**src/rtl/sbg_pkg.sv**
```systemverilog
package sbg_pkg;
  localparam int unsigned ADDR_W = 3;

  typedef enum logic [1:0] {
    REG_EN   = 2'd0,
    REG_CFG  = 2'd1,
    REG_MASK = 2'd2,
    REG_NONE = 2'd3
  } sbg_reg_e;

  typedef struct packed {
    logic     ok;        // accepted access
    logic     refused;   // secure alias hit without attribute
    logic     filtered;  // non-secure alias in secured mode
    sbg_reg_e sel;
  } sbg_acc_t;
endpackage

```
**src/rtl/sbg_decode.sv**
```systemverilog
module sbg_decode
  import sbg_pkg::*;
(
  input  logic              req_i,
  input  logic              open_i,
  input  logic              sec_i,
  input  logic [ADDR_W-1:0] addr_i,
  output sbg_acc_t          acc_o
);
  logic ns_alias;

  always_comb begin
    ns_alias         = addr_i[ADDR_W-1];
    acc_o.sel        = sbg_reg_e'(addr_i[1:0]);
    acc_o.refused    = req_i && !open_i && !ns_alias && !sec_i;
    acc_o.filtered   = !open_i && ns_alias;
    acc_o.ok         = req_i && !acc_o.refused;
  end
endmodule

```
**src/rtl/sbg_regfile.sv**
```systemverilog
module sbg_regfile #(
  parameter int unsigned N_RES = 8
) (
  input  logic             clk_i,
  input  logic             rst_ni,
  input  logic             wr_en_i,
  input  logic             wr_cfg_i,
  input  logic             wr_mask_i,
  input  logic [N_RES-1:0] wmask_i,
  input  logic [N_RES-1:0] wdata_i,
  output logic [N_RES-1:0] en_q_o,
  output logic [N_RES-1:0] cfg_q_o,
  output logic [N_RES-1:0] ns_q_o
);
  for (genvar g = 0; g < N_RES; g++) begin : g_res
    always_ff @(posedge clk_i or negedge rst_ni) begin
      if (!rst_ni) begin
        en_q_o[g]  <= 1'b0;
        cfg_q_o[g] <= 1'b0;
        ns_q_o[g]  <= 1'b0;
      end else begin
        if (wr_en_i && wmask_i[g])  en_q_o[g]  <= wdata_i[g];
        if (wr_cfg_i && wmask_i[g]) cfg_q_o[g] <= wdata_i[g];
        if (wr_mask_i)              ns_q_o[g]  <= wdata_i[g];
      end
    end
  end

  // bits outside the write mask keep their value
  a_r4_masked_hold: assert property (@(posedge clk_i) disable iff (!rst_ni)
    (wr_en_i || wr_cfg_i) |=>
      (((en_q_o ^ $past(en_q_o)) | (cfg_q_o ^ $past(cfg_q_o))) & ~$past(wmask_i)) == '0);

  a_r4_no_write_stable: assert property (@(posedge clk_i) disable iff (!rst_ni)
    !(wr_en_i || wr_cfg_i || wr_mask_i) |=>
      $stable(en_q_o) && $stable(cfg_q_o) && $stable(ns_q_o));
endmodule

```
**src/rtl/sec_bank_gate.sv**
```systemverilog
module sec_bank_gate
  import sbg_pkg::*;
#(
  parameter int unsigned N_RES = 8
) (
  input  logic              clk_i,
  input  logic              rst_ni,
  input  logic              open_i,
  input  logic              req_i,
  input  logic              we_i,
  input  logic              sec_i,
  input  logic [ADDR_W-1:0] addr_i,
  input  logic [N_RES-1:0]  wdata_i,
  output logic [N_RES-1:0]  rdata_o,
  output logic              viol_o,
  output logic [N_RES-1:0]  res_en_o,
  output logic [N_RES-1:0]  res_cfg_o,
  output logic [N_RES-1:0]  res_ns_o
);
  sbg_acc_t         acc;
  logic             wr, wr_en, wr_cfg, wr_mask;
  logic [N_RES-1:0] wmask, raw, rdata_d;

  sbg_decode i_decode (
    .req_i  (req_i),
    .open_i (open_i),
    .sec_i  (sec_i),
    .addr_i (addr_i),
    .acc_o  (acc)
  );

  always_comb begin
    wr      = acc.ok && we_i;
    wr_en   = wr && (acc.sel == REG_EN);
    wr_cfg  = wr && (acc.sel == REG_CFG);
    wr_mask = wr && (acc.sel == REG_MASK) && !acc.filtered;
    wmask   = acc.filtered ? res_ns_o : '1;
  end

  sbg_regfile #(.N_RES(N_RES)) i_regfile (
    .clk_i     (clk_i),
    .rst_ni    (rst_ni),
    .wr_en_i   (wr_en),
    .wr_cfg_i  (wr_cfg),
    .wr_mask_i (wr_mask),
    .wmask_i   (wmask),
    .wdata_i   (wdata_i),
    .en_q_o    (res_en_o),
    .cfg_q_o   (res_cfg_o),
    .ns_q_o    (res_ns_o)
  );

  always_comb begin
    unique case (acc.sel)
      REG_EN:   raw = res_en_o;
      REG_CFG:  raw = res_cfg_o;
      REG_MASK: raw = res_ns_o;
      default:  raw = '0;
    endcase
    if (acc.filtered && acc.sel != REG_MASK) raw = raw & res_ns_o;
    rdata_d = (acc.ok && !we_i) ? raw : '0;
  end

  always_ff @(posedge clk_i or negedge rst_ni) begin
    if (!rst_ni) begin
      rdata_o <= '0;
      viol_o  <= 1'b0;
    end else begin
      rdata_o <= rdata_d;
      viol_o  <= acc.refused;
    end
  end

  a_r3_viol_zero_data: assert property (@(posedge clk_i) disable iff (!rst_ni)
    viol_o |-> rdata_o == '0);

  a_r3_refused_no_change: assert property (@(posedge clk_i) disable iff (!rst_ni)
    acc.refused |=> $stable(res_en_o) && $stable(res_cfg_o) && $stable(res_ns_o));

  a_r5_ns_mask_locked: assert property (@(posedge clk_i) disable iff (!rst_ni)
    (req_i && acc.filtered) |=> $stable(res_ns_o));

  a_r6_open_no_viol: assert property (@(posedge clk_i) disable iff (!rst_ni)
    open_i |-> !viol_o);

  a_r8_idle_rdata_zero: assert property (@(posedge clk_i) disable iff (!rst_ni)
    !req_i |=> rdata_o == '0);
endmodule

```
**config.mk**
```make
export PLATFORM = sky130hd
export DESIGN_NAME = sec_bank_gate
export DESIGN_NICKNAME = d
export VERILOG_FILES = /design/src/rtl/sbg_pkg.sv /design/src/rtl/sbg_decode.sv /design/src/rtl/sbg_regfile.sv /design/src/rtl/sec_bank_gate.sv
export SDC_FILE = /design/constraint.sdc
export NUM_CORES = 1
export LEC_CHECK = 0
export ABC_AREA = 1
export ABC_CLOCK_PERIOD_IN_PS = 800
export BUFFER_PORTS_ARGS = -buffer_cell sky130_fd_sc_hd__buf_2
export CORE_UTILIZATION = 30
export CTS_CLUSTER_DIAMETER = 50
export DETAILED_ROUTE_END_ITERATION = 8
export PLACE_DENSITY = 0.5
export SLEW_MARGIN = 20
export SYNTH_ARGS = -nofsm -noshare
export SYNTH_HDL_FRONTEND = slang
export SYNTH_SLANG_ARGS = --single-unit
```
**constraint.sdc**
```tcl
create_clock -name clk_i -period 0.8 [get_ports clk_i]
set_input_delay 0.16 -clock clk_i [delete_from_list [all_inputs] [get_ports clk_i]]
set_output_delay 0.16 -clock clk_i [all_outputs]
set_load 0.02 [all_outputs]
```
# After elaboration in Yosys (flattened, before gate mapping)
# Index checks and enable logic that the tools add are counted.
[classes]
addsub = 0
multipliers = 0
div = 0
n_lt_le_gt_ge = 0
eq_ne = 3
shifts = 0
muxes = 4
bitwise_logic = 1
reduce_logical = 35
[op_table]
columns = ["op", "n"]
rows = [
  ["logical AND 1 bit", 28],
  ["2-to-1 mux 8 bit", 3],
  ["case mux 8 bit (3 select lines)", 1],
  ["AND 8 bit", 1],
  ["zero test 1 bit", 6],
  ["== test 2 x 1 -> 1 bit (second input constant)", 1],
  ["== test 2 bit (second input constant)", 1],
  ["zero test 2 bit", 1],
  ["!= test 2 bit (second input constant)", 1],
]
[word_totals]
ff_bits = 33
latch_bits = 0
ramBits = 0
rom_bits = 0
input_bits = 17
output_inout_bits = 33
word_cells = 69
n_memories = 0

# Logic depth before layout (Yosys ltp)
[depth]
depth_word = 9
ltp_mapped = 7
depth_no_buf = 7

# Cells and area by module
# Synthesis repeated with hierarchy kept, for this count alone.
[hier_totals]
hier_cells = 238
hier_area_um2 = 1761.7
[modules_own_cells]
columns = ["mod", "n_inst", "cells_per_inst", "area_per_inst_um2", "seq_area_each_um2"]
rows = [
  ["sbg_regfile", 1, 117, 1001.0, 600.6],
  ["sec_bank_gate", 1, 112, 713.2, 225.2],
  ["sbg_decode", 1, 9, 47.5, 0.0],
]

# Worst setup path after synthesis
# OpenSTA, ideal clock, no wires.
[synth_path]
path_type = "input to register"
startpoint = "in addr_i[0]"
endpoint = "reg i_regfile.ns_q_o[6]"
setup_ps = 118
arrival_time_ps = 908
required_time_ps = 682
path_slack_ps = -226
stages = 7
path_buffers = 1
cell_sequence = "inv_2 > nand2_1 > nor2_2 > nand3_4 > buf_6 > nand2_1 > o21ai_2"
[synth_between]
elab_chain_cells = 3
[synth_rtl]
columns = ["item", "line", "rtl"]
rows = [
  ["from (decl)", "sec_bank_gate.sv:12", "input logic [ADDR_W-1:0] addr_i,"],
  ["== test 2 bit", "sec_bank_gate.sv:36", "wr_mask = wr && (acc.sel == REG_MASK) && !acc.filtered;"],
  ["logical AND 1 bit (2 in series)", "sec_bank_gate.sv:36", ""],
  ["to (signal, indexed assignment)", "sbg_regfile.sv:24", "if (wr_mask_i) ns_q_o[g] <= wdata_i[g];"],
  ["to (decl)", "sbg_regfile.sv:13", "output logic [N_RES-1:0] ns_q_o"],
]
# Every way passes these cells.
# A chain may end at the register's enable or synchronous reset.

# Worst setup path after layout
[layout_path]
startpoint = "reg i_regfile.ns_q_o[7]"
endpoint = "out res_ns_o[7]"
[layout_rtl]
columns = ["item", "line", "rtl"]
rows = [
  ["to (decl)", "sec_bank_gate.sv:18", "output logic [N_RES-1:0] res_ns_o"],
]
# No word-level cell between the ends.

==> key figures <==
Worst setup path
  • Largest stage delay, worst path: 0.42 ns
  • CP arrival: 0.95 ns
  • Crit path kind: register to output port
  • CP max stage cell: dfrtp_2
  • CP max FO: 2
  • Endpoint class of the critical path: output port
  • Worst EP required: 0.64 ns
  • Startpoint class of the critical path: register
  • Crit path top cell by count: buf_6
  • Cells along the critical path: buf_6 > buf_6

Global routing
  • Gr ovfl total: 0
  • Global-route wire length before repair: 8.424 mm
  • Largest net degree at the start of global routing: 34
  • Global Route Usage Sum: 18.31%
  • Antenna violations before repair: 0
  • Vias in the first global route: 1796

Pwr
  • Peak supply drop: 0.001219 V
  • Overall Power: 6.922 mW
  • Pwr dens: 2131 mW/mm^2
  • Leak Pwr: 1.594 nW

Final layout
  • P&R area growth vs syn: 87.71%
  • Layout cells sized above 1: 64.16%
  • Final core utilization: 58.63%
  • Most common cell after layout, fill and taps aside: buf_6
  • Post-route cell area: 0.003248 mm^2
  • Reg area: 838.3 um^2
  • Fillers: 508
  • Ant diodes: 0
  • Most frequent cells in the layout: buf_6, buf_4, nand2_1
  • Multi-input gate area: 0.001001 mm^2
  • Layout Nets: 348

Yosys
  • Area leader, netlist: dfrtp_1
  • Yosys reg bits: 33
  • Top post-synthesis cells by area: dfrtp_1, nand2_1, nand3_1, nand4_1, inv_1
  • Mapped cell area: 0.001730 mm^2
  • Sequential-to-total area share from yosys stat: 47.72%
  • YS warnings: 0
  • Synth cell types: 20
  • Synthesized instance count: 215
  • Avg Inst Size Synth: 8.048 um^2
  • Post-synth top area share: 47.72%
  • Mapped Nets: 232

Outcome
  • Status: complete, but fails checks
  • Failing checks: negative setup slack

CTS
  • Clock transition at path regs: 0.07 ns
  • CTS root buffer: clkbuf_8
  • CTS buffer count: 5
  • Clock sinks: 33
  • Skew-Pair Late Insertion Delay: 0.29 ns
  • TritonCTS clock tree: yes
  • H-tree depth: 2
  • Max Root-Sink Buffers: 2

Flow run
  • Max cap viols: 0

STA
  • Max Freq: 900.3 MHz
  • Clock period minus worst slack: 1.111 ns
  • Period utilisation layout: 138.9%
  • Slew @ Worst Pin: 0.2854 ns
  • Setup ws final: -0.3108 ns
  • RSZ-0062 raised after global routing: yes
  • Setup violators final: 62
  • Relative slew slack: 80.93%
  • Max-slew violation count: 0
  • Hold Vio Cnt, Final: 0
  • Skew final: 0.008863 ns

Route
  • Vias post-DR: 1885
  • WL final: 5.478 mm
  • Drt pass-1 iters: 4
  • DRC: 0
  • Wire per inst: 13.56 um
  • DRT iter0 DRCs: 66
  • Vias per cell: 4.666
  • Antenna viol nets, final: 0

Floorplanning
  • Die X: 77.95 um
  • # rows: 27
  • # IOs: 50
  • Die area: 0.006075 mm^2
  • Core ar.: 0.005540 mm^2
  • Die Y: 77.95 um
  • Starting Density: 31.23%

Worst hold path
  • Worst Hold Class: input pin to register

Place
  • Place WS: -0.3941 ns
  • DP Wirelength: 3.493 mm
  • Port-buffer cells: 49
  • Global placer's final weighted congestion: 0.7889
  • Post-placement cell area: 0.002308 mm^2
==> worst max-delay path, delay by kind of cell, from the launching register on <==
kind | cells | cell delay, ns
flip-flops | 1 | 0.42
buffers and inverters | 2 | 0.24
==> sequential cells by signal, summed over array words and instances, names as in the netlist <==
| signal | flops |
|---|---|
| viol_o | 1 |
| i_regfile.ns_q_o | 8 |
| i_regfile.en_q_o | 8 |
| rdata_o | 8 |
| i_regfile.cfg_q_o | 8 |
==> final timing paths <==
path                            slack (ns)           startpoint  cells after the start                    to
worst min-delay path                  0.12           wdata_i[2]                      3  i_regfile.cfg_q_o[2]
worst max-delay path                 -0.31  i_regfile.ns_q_o[7]                      2           res_ns_o[7]
worst max register to register       -0.30  i_regfile.ns_q_o[7]                      6            rdata_o[7]
worst min register to register        0.59  i_regfile.en_q_o[3]                      3   i_regfile.en_q_o[3]
max in group asynchronous             0.25               rst_ni                      3   i_regfile.en_q_o[0]
min in group asynchronous             0.36               rst_ni                      3            rdata_o[3]
==> synth_stat cells, drive strengths merged <==
library cell and count:
o21ai 8, dfrtp 33, buf 7, nor3 8
inv 24, nand2 68, nor2 16, a21oi 9
nand3 26, nand4 16
==> metal layers <==
layer / global-route usage (%) / wire [um] / part of all wire, %
met1: 22.37 / 2406 / 44
met2: 31.50 / 2698 / 49
met3: 3.412 / 221 / 4.0
met4: 7.593 / 152 / 2.8
met5: 0 / 0 / 0
==> cell families (layout without fill, tap and decap cells) <==
group                  after synthesis  count (layout)  synth area share [%]
flip-flops                          33              33                 47.72
buffers and inverters               31             148                 7.954
AO/OA/AOI/OAI                       17              17                 7.303
AND/OR/NAND/NOR                    134             134                 37.02
==> final cells by class <==
cell class,instances,area share (%)
repair buffers,116,33.67
flip-flops and latches,33,25.81
inverters,24,3.236
multi-input cells,151,30.82
clock inverters,2,1.156
clock buffers,6,2.542
well taps,72,2.773
==> per-stage QoR <==
step                hold WS [ns]  instances  TNS, ns
detailed placement        0.1341        359   -11.00
global route              0.1283        404   -12.20
finish                    0.1218        404   -9.936
global placement          0.1330        359   -11.04
CTS                       0.1126        395   -9.840
floorplan                -0.1356        215   -3.245
==> power breakdown <==
part	total (mW)	switching, mW	leakage [nW]	internal (mW)
logic	3.07	1.45	1.12	1.62
registers	2.22	0.240	0.414	1.98
clock network	1.63	0.619	0.0574	1.01
total	6.92	2.31	1.59	4.61
==> repair_timing <==
| action | 4_1_cts | 5_1_grt |
|---|---|---|
| buffers inserted | 27 | 8 |
| hold endpoints to repair | 33 | 0 |
| hold buffers | 1 | 0 |
| setup endpoints to repair | 65 | 65 |
| gates resized for setup | 105 | 54 |
| pin swaps | 44 | 42 |
| cloned | 0 | 1 |
Power figures use the tool's default switching activity.
